==> src/rtl/sic_pkg.sv <==
package sic_pkg;
  localparam int SIC_ADDR_W = 2;
  typedef enum logic [SIC_ADDR_W-1:0] {
    REG_STATUS = 2'd0,
    REG_EN_SET = 2'd1,
    REG_EN_CLR = 2'd2,
    REG_BYPASS = 2'd3
  } sic_reg_e;
endpackage

==> src/rtl/sic_mask_regs.sv <==
module sic_mask_regs
  import sic_pkg::*;
#(
  parameter int NSRC = 32
) (
  input  logic                  clk,
  input  logic                  rst,
  input  logic                  wr_en,
  input  logic [SIC_ADDR_W-1:0] wr_addr,
  input  logic [NSRC-1:0]       wr_data,
  output logic [NSRC-1:0]       en_q,
  output logic [NSRC-1:0]       byp_q
);
  sic_reg_e sel;
  assign sel = sic_reg_e'(wr_addr);

  always_ff @(posedge clk) begin
    if (rst) begin
      en_q  <= '0;
      byp_q <= '0;
    end else if (wr_en) begin
      case (sel)
        REG_EN_SET: en_q  <= en_q | wr_data;
        REG_EN_CLR: en_q  <= en_q & ~wr_data;
        REG_BYPASS: byp_q <= wr_data;
        default: ;
      endcase
    end
  end

  AST_SET_REACHES: assert property (@(posedge clk) disable iff (rst)
    (wr_en && sel == REG_EN_SET) |=> ((en_q & $past(wr_data)) == $past(wr_data)));
  AST_SET_KEEPS: assert property (@(posedge clk) disable iff (rst)
    (wr_en && sel == REG_EN_SET) |=> (($past(en_q) & ~en_q) == '0));
  AST_CLR_REACHES: assert property (@(posedge clk) disable iff (rst)
    (wr_en && sel == REG_EN_CLR) |=> ((en_q & $past(wr_data)) == '0));
  AST_STATUS_WR_INERT: assert property (@(posedge clk) disable iff (rst)
    (wr_en && sel == REG_STATUS) |=> ($stable(en_q) && $stable(byp_q)));
endmodule

==> src/rtl/sic_route.sv <==
module sic_route #(
  parameter int NSRC = 32
) (
  input  logic            clk,
  input  logic            rst,
  input  logic [NSRC-1:0] src,
  input  logic [NSRC-1:0] en,
  input  logic [NSRC-1:0] byp,
  output logic            cascade_q,
  output logic [NSRC-1:0] direct_q
);
  logic [NSRC-1:0] merge_part;
  logic [NSRC-1:0] direct_nxt;

  for (genvar i = 0; i < NSRC; i++) begin : g_src
    logic pend;
    assign pend          = src[i] & en[i];
    assign merge_part[i] = pend & ~byp[i];
    assign direct_nxt[i] = pend & byp[i];
  end

  always_ff @(posedge clk) begin
    if (rst) begin
      cascade_q <= 1'b0;
      direct_q  <= '0;
    end else begin
      cascade_q <= |merge_part;
      direct_q  <= direct_nxt;
    end
  end

  AST_RST_QUIET: assert property (@(posedge clk) disable iff (rst)
    $fell(rst) |-> (!cascade_q && direct_q == '0));
  AST_CASC_NEEDS_SRC: assert property (@(posedge clk) disable iff (rst)
    ((src & en & ~byp) == '0) |=> !cascade_q);
  AST_DIRECT_GATED: assert property (@(posedge clk) disable iff (rst)
    1'b1 |=> ((direct_q & ~($past(en) & $past(byp))) == '0));
  AST_LEVEL_DROP: assert property (@(posedge clk) disable iff (rst)
    ((src & en) == '0) |=> (direct_q == '0));
endmodule

==> src/rtl/sic_rd_port.sv <==
module sic_rd_port
  import sic_pkg::*;
#(
  parameter int NSRC = 32
) (
  input  logic                  clk,
  input  logic                  rst,
  input  logic                  rd_en,
  input  logic [SIC_ADDR_W-1:0] rd_addr,
  input  logic [NSRC-1:0]       status,
  input  logic [NSRC-1:0]       en,
  input  logic [NSRC-1:0]       byp,
  output logic [NSRC-1:0]       rd_q
);
  logic [NSRC-1:0] rd_nxt;

  always_comb begin
    case (sic_reg_e'(rd_addr))
      REG_STATUS: rd_nxt = status;
      REG_BYPASS: rd_nxt = byp;
      default:    rd_nxt = en;
    endcase
  end

  always_ff @(posedge clk) begin
    if (rst)        rd_q <= '0;
    else if (rd_en) rd_q <= rd_nxt;
  end

  AST_RD_HOLD: assert property (@(posedge clk) disable iff (rst)
    !rd_en |=> $stable(rd_q));
endmodule

==> src/rtl/sic_cascade_ctrl.sv <==
module sic_cascade_ctrl
  import sic_pkg::*;
#(
  parameter int NSRC = 32
) (
  input  logic                  clk,
  input  logic                  rst,
  input  logic [NSRC-1:0]       src_irq,
  input  logic [SIC_ADDR_W-1:0] bus_addr,
  input  logic                  bus_wr,
  input  logic [NSRC-1:0]       bus_wdata,
  input  logic                  bus_rd,
  output logic [NSRC-1:0]       bus_rdata,
  output logic                  cascade_irq,
  output logic [NSRC-1:0]       bypass_irq
);
  logic [NSRC-1:0] en_mask;
  logic [NSRC-1:0] byp_mask;
  logic [NSRC-1:0] live_status;

  assign live_status = src_irq & en_mask;

  sic_mask_regs #(.NSRC(NSRC)) u_regs (
    .clk(clk), .rst(rst), .wr_en(bus_wr), .wr_addr(bus_addr),
    .wr_data(bus_wdata), .en_q(en_mask), .byp_q(byp_mask)
  );

  sic_route #(.NSRC(NSRC)) u_route (
    .clk(clk), .rst(rst), .src(src_irq), .en(en_mask), .byp(byp_mask),
    .cascade_q(cascade_irq), .direct_q(bypass_irq)
  );

  sic_rd_port #(.NSRC(NSRC)) u_rd (
    .clk(clk), .rst(rst), .rd_en(bus_rd), .rd_addr(bus_addr),
    .status(live_status), .en(en_mask), .byp(byp_mask), .rd_q(bus_rdata)
  );
endmodule

==> config.mk <==
export PLATFORM = sky130hd
export DESIGN_NAME = sic_cascade_ctrl
export DESIGN_NICKNAME = d
export VERILOG_FILES = /design/src/rtl/sic_pkg.sv /design/src/rtl/sic_mask_regs.sv /design/src/rtl/sic_route.sv /design/src/rtl/sic_rd_port.sv /design/src/rtl/sic_cascade_ctrl.sv
export SDC_FILE = /design/constraint.sdc
export NUM_CORES = 1
export LEC_CHECK = 0
export BUFFER_PORTS_ARGS = -buffer_cell sky130_fd_sc_hd__buf_2
export CORE_MARGIN = 2
export CORE_UTILIZATION = 45
export DETAILED_ROUTE_END_ITERATION = 12
export PLACE_DENSITY = 0.67
export SYNTH_ARGS = -nofsm -noshare
export SYNTH_HDL_FRONTEND = slang
export SYNTH_HIERARCHICAL = 1
export SYNTH_SLANG_ARGS = --single-unit
==> constraint.sdc <==
create_clock -name clk -period 1.34 [get_ports clk]
set_input_delay 0.268 -clock clk [delete_from_list [all_inputs] [get_ports clk]]
set_output_delay 0.268 -clock clk [all_outputs]
set_load 0.005 [all_outputs]
## After elaboration in Yosys (flattened, before gate mapping)

Index checks and enable logic that the tools add are counted.

- Eq/ne operators: 3
- Multiplexer cells: 2
- Bitwise gates (word level): 132
- Reductions and logical operators: 5

Operators by type and width:

| kind | number |
|---|---|
| 32-bit case mux with 2 select lines | 2 |
| 1-bit AND | 96 |
| 32-bit AND | 2 |
| 1-bit NOT | 32 |
| 32-bit NOT | 1 |
| 32-bit bitwise OR | 1 |
| 32-bit OR reduction | 1 |
| 2-bit == test (second input constant) | 2 |
| 2-bit AND reduction | 2 |
| 2-bit by 1-bit == test with 1-bit output (second input constant) | 1 |
| 2-bit zero test | 1 |
| 2-bit nonzero test | 1 |

- Register bits: 129
- Bits of input ports: 70

## Logic depth before layout (Yosys ltp)

Gate-level depths: netlist (run 1).

- Depth in word-level cells: 3
- Depth in mapped cells: 6
- Gate-level depth less buffers: 5

## Modules after synthesis

The synthesis (run 1) kept the hierarchy.

Modules (own cells, without submodules):

| module | times used | cells each | area an instance (um^2) | seq. area each (um^2) |
|---|---|---|---|---|
| sic_mask_regs | 1 | 292 | 2,906.5 | 1,281.2 |
| sic_rd_port | 1 | 154 | 1,794.2 | 640.6 |
| sic_route | 1 | 119 | 1,214.9 | 660.6 |
| sic_cascade_ctrl | 1 | 32 | 200.2 | 0.0 |

## Worst setup path after synthesis (run 1)

OpenSTA, ideal clock, no wires.

- Path kind: input to register
- Start: input bus_addr[0]
- End: register u_rd.rd_q[10]
- Setup time: 141 ps
- Arrival: 1,165 ps
- Required time: 1,199 ps
- Slack: 35 ps
- Cell stages on the path: 6
- Path through: inv_1 ha_1 nand2b_4 buf_6 a221oi_2 nor3_2

- Word-level cells in the longest chain between the ends: 2
- Elaborated cells between the ends (all ways): 3

RTL lines:

| item | RTL line | text |
|---|---|---|
| from (decl) | sic_cascade_ctrl.sv:9 | `input logic [SIC_ADDR_W-1:0] bus_addr,` |
| 2-bit == test / 2-bit zero test (equally long branches) | sic_rd_port.sv:18 | `case (sic_reg_e'(rd_addr))` |
| 32-bit case mux with 2 select lines (*) | sic_rd_port.sv:18 |  |
| to (signal assigned) | sic_rd_port.sv:27 | `else if (rd_en) rd_q <= rd_nxt;` |
| to (decl) | sic_rd_port.sv:13 | `output logic [NSRC-1:0] rd_q` |

Mark *: on every way between the ends. The rest lies on a longest branch, timed or not.
A chain may end at the register's enable or synchronous reset.

## Worst setup path in the final report (run 1)

- Start: register u_regs.byp_q[24]
- End: register u_route.cascade_q

- Word-level cells in the longest chain between the ends: 3

RTL lines:

| item | RTL line | text |
|---|---|---|
| from (decl) | sic_mask_regs.sv:12 | `output logic [NSRC-1:0] byp_q` |
| from (signal assigned) | sic_mask_regs.sv:25 | `REG_BYPASS: byp_q <= wr_data;` |
| 1-bit NOT | sic_route.sv:18 | `assign merge_part[i] = pend & ~byp[i];` |
| 1-bit AND | sic_route.sv:18 |  |
| 32-bit OR reduction | sic_route.sv:27 | `cascade_q <= \|merge_part;` |
| to (signal assigned) | sic_route.sv:27 |  |
| to (decl) | sic_route.sv:9 | `output logic cascade_q,` |

No other way between the ends.

==> impl_metrics.ini, run 1 <==
[sta]
worst-slew-pin-transition_ns = 0.3999
grt_setup_unrepaired = false
slew_viol_final = 0
finalHoldViolCount = 0
finalCriticalPeriod_ns = 1.240
max_freq_mhz = 806.6
fin_worst_skew_ns = 0.006991
maxSlewHeadroom = 0.7328
final-setup-viol-count = 0
final_min_period_over_clock_period = 0.9251

[clocking]
cts_setup_buffers = 0
clkTransAtPathRegs_ns = 0.06
numCtsBuffers = 17
insertion_delay_ns = 0.42
clk_root_buffer_cell = sky130_fd_sc_hd__clkbuf_16
cts_tree = built
clock_sinks = 129
clockBufferDepth = 2
ctsHtreeMaxLevel = 4

[flow_run]
max_cap_violations = 0

[logic_synthesis]
dominantRegCellSynth = sky130_fd_sc_hd__dfxtp_1
synth.most_common_cell = sky130_fd_sc_hd__dfxtp_1
synthesis.nets = 671
synthesis.area_um2 = 6116
synth_commonest_cells = sky130_fd_sc_hd__dfxtp_1, sky130_fd_sc_hd__o22ai_1, sky130_fd_sc_hd__nand3b_1
netlist-cell-type-count = 32
ys_seq_elements = 129
synthArstFlopShare = 0
synth-edff-count = 0
synth.avg_cell_area_um2 = 10.24
synthCells = 597
ys.warnings.count = 6
netlist.area_leader.share = 0.4223
synthTopCellsByArea = sky130_fd_sc_hd__dfxtp_1, sky130_fd_sc_hd__a221oi_2, sky130_fd_sc_hd__a21bo_2, sky130_fd_sc_hd__mux2i_1, sky130_fd_sc_hd__nor3_2
yosys.area.top_type = sky130_fd_sc_hd__dfxtp_1
yosysSeqAreaShare = 0.4223

[route]
vias = 5152
remaining_drc_errors = 0
drtPass1Iterations = 4
route.detailed.vias_per_inst = 5.637
drt-total-wl_mm = 17.72
ant_nets = 0
avgRoutedWirePerCell_um = 19.39
dr.first_iter.drc_count = 388

[die]
dieHeight_um = 120.6
design.core.area_um2 = 13240
fp.dieArea_um2 = 14540
width_of_the_chip_um = 120.6
io_pins = 135
placementRows = 42
start_util = 0.4618

[worst_setup_path]
timing.critical_path.arrival_ns = 1.52
worst_setup_path_end_kind = flop
critPathMaxFanout = 4
cp_data_required_time_ns = 1.62
timing.setup.critical_path_class = flop to flop
critical_path.cell_chain = o22ai_1, nor4_2, a41oi_1
critical-path-slowest-cell = sky130_fd_sc_hd__dfxtp_1
critical_path.startpoint_type = flop
crit_path_max_incr_delay_ns = 0.41

[pwr]
power.ir.vdd_worst_uv = 746.4
powerDensity_nw_per_um2 = 1304
leakage_nw = 3.350
report.power.total_w = 0.01011

[cells_and_area]
drive_gt1_frac = 0.3997
filler_cell_count = 1172
final_net_count = 802
diodes = 0
area_overhead_vs_synth_pct = 26.72
multi_input_area_um2 = 3216
post-route-util = 0.5852
design_area_um2 = 7750
seq_area_um2 = 2582

[grt]
antenna_violations_before_repair = 0
grt_max_degree = 39
gr-total-overflow = 0
vias_in_the_first_global_route = 5112
global_route.usage.total = 0.2463
wire_length_of_the_first_global_routing_pass_mm = 27.39

[status]
outcome = completed

[placement]
finalWeightedCongestion = 0.8006
dp_hpwl_mm = 12.01
port-buffer-count = 134
placedInstanceArea_um2 = 7164

[worst_hold_path]
worst_hold_path_type = input port to flop
[stage by stage]
step | std cells | setup TNS (ns) | worst slack, ns | hold slack (ns)
4_1_cts | 914 | 0 | 0.03288 | 0.09506
5_1_grt | 914 | 0 | 0.03222 | 0.1115
3_3_place_gp | 885 | -7.424 | -0.1589 | 0.4770
2_1_floorplan | 597 | 0 | 0.03476 | 0.3473
6_report | 914 | 0 | 0.1003 | 0.1095
3_5_place_dp | 885 | -9.622 | -0.2341 | 0.4938
[cells in the final DEF, fill, tap and decap left out, types with 26 or more instances in the layout]
cell / instances
sky130_fd_sc_hd__buf_2: 132
sky130_fd_sc_hd__mux2i_1: 32
sky130_fd_sc_hd__and2_1: 32
sky130_fd_sc_hd__nor3_2: 30
sky130_fd_sc_hd__o22ai_1: 42
sky130_fd_sc_hd__nor3b_1: 26
sky130_fd_sc_hd__nand3_1: 32
sky130_fd_sc_hd__nand3b_1: 39
sky130_fd_sc_hd__dfxtp_1: 129
sky130_fd_sc_hd__a221oi_2: 30
sky130_fd_sc_hd__nand2b_1: 32
sky130_fd_sc_hd__a21bo_2: 32
sky130_fd_sc_hd__a21oi_1: 32
[layer usage]
metal  global-route usage  routed length, µm  up-vias
met3              0.07311               1157       22
li1                     -                  -     2461
met1               0.3243               7807     2505
met2               0.3870               8424      164
met5                    0                  0        -
met4              0.08067                330        0
[final timing paths]
path | slack, ns | to | depth (start not counted) | startpoint
max reg2reg | 0.10 | u_route/cascade_q | 3 | u_regs/byp_q[24]
max | 0.10 | u_route/cascade_q | 3 | u_regs/byp_q[24]
min | 0.11 | u_regs/byp_q[27] | 3 | bus_wdata[27]
min reg2reg | 0.50 | u_route/direct_q[3] | 2 | flop
[worst max-delay path: cells and delay by family, from the launching register on]
kind               cells  cell delay [ns]
AOI/OAI and AO/OA      2             0.33
and+or+nand+nor        1             0.35
DFF                    1             0.41
[power breakdown]
group | leakage (nW) | switching [W] | internal (W)
combinational | 2.01 | 0.000730 | 0.000646
sequential | 1.05 | 0.000145 | 0.00401
clock | 0.284 | 0.00163 | 0.00294
[area by class of cell]
type / count / share of cell area
Sequential cell: 129 / 0.3332
Timing Repair Buffer: 166 / 0.1472
Inverter: 3 / 0.001453
Clock buffer: 24 / 0.06474
Clock inverter: 5 / 0.01001
Multi-Input combinational cell: 411 / 0.4149
Tap cell: 176 / 0.02841
[logic make-up after synthesis]
logic type / synth area share
buffers and inverters: 0.05421
AND/OR/NAND/NOR: 0.2578
adder cells (fa/ha/maj): 0.008184
flip-flops: 0.4223
multiplexers: 0.05237
AO/OA/AOI/OAI: 0.2052
[what timing repair did]
| action | in CTS | in global routing |
|---|---|---|
| resized for setup | 0 | 1 |
| endpoints found under the hold margin | 0 | 0 |
| endpoints found under the setup margin | 0 | 1 |
| hold buffers | 0 | 0 |
Power figures use the tool's default switching activity.
==> inputs of run 2 (changes only) <==
--- a/config.mk
+++ b/config.mk
@@ -7,10 +7,9 @@
 export LEC_CHECK = 0
 export BUFFER_PORTS_ARGS = -buffer_cell sky130_fd_sc_hd__buf_2
 export CORE_MARGIN = 2
-export CORE_UTILIZATION = 45
+export CORE_UTILIZATION = 47
 export DETAILED_ROUTE_END_ITERATION = 12
-export PLACE_DENSITY = 0.67
+export PLACE_DENSITY = 0.71
 export SYNTH_ARGS = -nofsm -noshare
 export SYNTH_HDL_FRONTEND = slang
-export SYNTH_HIERARCHICAL = 1
 export SYNTH_SLANG_ARGS = --single-unit
==> run 2 against run 1 <==
Area after synthesis is 16% lower. Fmax is 3.7% lower. Non-clock buffer count is 27 higher. Sequential power is 1% lower. Cell count is 4.5% lower. Hold slack worse by 0.096 ns. Utilization is 7.0 points higher. Largest cell class is now registers.
==> impl_metrics.ini, run 2 <==
[status]
outcome = completed

[grt]
vias_in_the_first_global_route = 4801
wire_length_of_the_first_global_routing_pass_mm = 24.14
gr-total-overflow = 0
grt_max_degree = 39
antenna_violations_before_repair = 0
global_route.usage.total = 0.2663

[route]
met3WireLength_mm = 1.003
dr.first_iter.drc_count = 312
vias = 4929
drtPass1Iterations = 5
avgRoutedWirePerCell_um = 17.55
routedLengthMet1_mm = 6.371
remaining_drc_errors = 0
ant_nets = 0
dr_wl_met2_mm = 7.769
topRoutingLayerUsed = met4
drt-total-wl_mm = 15.32
route.detailed.vias_per_inst = 5.646

[cells_and_area]
area_overhead_vs_synth_pct = 36.87
final_cell_mix = sky130_fd_sc_hd__buf_2, sky130_fd_sc_hd__dfxtp_1, sky130_fd_sc_hd__nand2_1
diodes = 0
layout_commonest_cell = sky130_fd_sc_hd__buf_2
filler_cell_count = 907
final_net_count = 794
drive_gt1_frac = 0.2988
final-instance-count-excl-fill = 873
design_area_um2 = 7046

[pwr]
leakage_nw = 2.893
report.power.total_w = 0.009464
power.ir.vdd_worst_uv = 642.0
powerDensity_nw_per_um2 = 1343

[logic_synthesis]
yosys.area.top_type = sky130_fd_sc_hd__dfxtp_1
synth.most_common_cell = sky130_fd_sc_hd__dfxtp_1
main_combinational_cell_family_by_area_after_synthesis = compound AO/OA/AOI/OAI gates
ys.warnings.count = 0
dominantRegCellSynth = sky130_fd_sc_hd__dfxtp_1
synthesis.area_um2 = 5147
synthMuxAreaShare = 0
synth_commonest_cells = sky130_fd_sc_hd__dfxtp_1, sky130_fd_sc_hd__nand2_1, sky130_fd_sc_hd__a21oi_1
netlist.area_leader.share = 0.5017
post_synth_xor_area_fraction = 0
synthAdderAreaFrac = 0.007292
ys_seq_elements = 129
synthTopCellsByArea = sky130_fd_sc_hd__dfxtp_1, sky130_fd_sc_hd__nand2_1, sky130_fd_sc_hd__a21oi_1, sky130_fd_sc_hd__a311oi_1, sky130_fd_sc_hd__a21o_1
synthesis.nets = 631
netlist-cell-type-count = 28
synth_compound_gate_area_share = 0.2817
synthCells = 558
yosysSeqAreaShare = 0.5017
synth-edff-count = 0
synthArstFlopShare = 0
synth.avg_cell_area_um2 = 9.225
synth_simple_gate_area_share = 0.1565

[clocking]
ctsHtreeMaxLevel = 4
clk_root_buffer_cell = sky130_fd_sc_hd__clkbuf_8
numCtsBuffers = 17
insertion_delay_ns = 0.52
clkTransAtPathRegs_ns = 0.06
ctsResizeCount = 0
clockBufferDepth = 2
cts_tree = built
clock_sinks = 129

[flow_run]
max_cap_violations = 0

[worst_setup_path]
critical_path.startpoint_type = flop
critPathMaxFanout = 2
cp_data_required_time_ns = 1.07
critical_path.cell_chain = buf_2
timing.setup.critical_path_class = flop to output port
critical-path-slowest-cell = sky130_fd_sc_hd__dfxtp_1
crit_path_max_incr_delay_ns = 0.37
cpLargestDelayFamily = flip-flops
worst_setup_path_end_kind = output port
timing.critical_path.arrival_ns = 1.02
cp_num_buf_inv = 1
r2r_setup_slack_ns = 0.11
cp-startpoint = u_rd.rd_q[12]

[worst_hold_path]
hold_path_startpoint = bus_wdata[16]
worst_hold_path_type = input port to flop

[placement]
port-buffer-count = 134
finalWeightedCongestion = 0.8293
placedCellCount = 812
dp_hpwl_mm = 10.46
worst_setup_slack_after_placement_ns = -0.2757
placedInstanceArea_um2 = 6210

[sta]
final-setup-viol-count = 0
grt_setup_unrepaired = false
setup_ws_final_ns = 0.05323
finalHoldViolCount = 0
max_freq_mhz = 777.1
fin_worst_skew_ns = 0.005426
smallest_hold_slack_ns = 0.01346
maxSlewHeadroom = 0.7575
final_min_period_over_clock_period = 0.9603
slew_viol_final = 0
worst-slew-pin-transition_ns = 0.3604
finalCriticalPeriod_ns = 1.287

[die]
fp.dieArea_um2 = 11800
design.core.area_um2 = 10750
io_pins = 135
start_util = 0.4790
dieHeight_um = 108.7
placementRows = 38
width_of_the_chip_um = 108.7
[run 2: cell type report]
cell class,count,area [µm²],area share
Tap cell,140,175.2,0.02486
Clock inverter,11,90.09,0.01279
Inverter,2,22.52,0.003197
Timing Repair Buffer,193,1354,0.1922
Sequential cell,129,2582,0.3665
Clock buffer,20,445.4,0.06322
Multi-Input combinational cell,378,2376,0.3372
[run 2: timing repair]
item,in CTS,in global routing
buffers inserted,0,0
endpoints found under the hold margin,35,0
hold buffers,30,0
[run 2: kinds of logic (layout without fill, tap and decap cells)]
kind of cell | after synthesis | after routing
simple gates | 168 | 168
compound gates | 207 | 207
fa+ha+maj | 3 | 3
flops | 129 | 129
buf+inv | 51 | 226
[run 2: routing by layer]
metal	vias to the layer above	global-route usage
met5	-	0
met4	0	0.09432
met3	17	0.04423
met2	185	0.4585
met1	2341	0.3370
li1	2386	-
[run 2: path summary, 6_finish.rpt]
kind / endpoint / depth (start not counted)
setup / recovery: bus_rdata[12] / 1
hold / removal: flop / 2
setup reg to reg: u_route.cascade_q / 4
hold reg to reg: u_regs.byp_q[11] / 2
[run 2: through the flow]
stage | utilization | TNS (ns)
2_1_floorplan | - | -0.4754
3_3_place_gp | 0.5779 | -9.210
3_5_place_dp | 0.5779 | -12.04
4_1_cts | 0.6557 | 0
5_1_grt | 0.6557 | 0
6_report | 0.6557 | 0
[run 2: report_power, final]
group,internal (W),switching [W],total [W]
registers,0.00399,0.000119,0.00411
clock network,0.00252,0.00166,0.00418
logic,0.000555,0.000617,0.00117
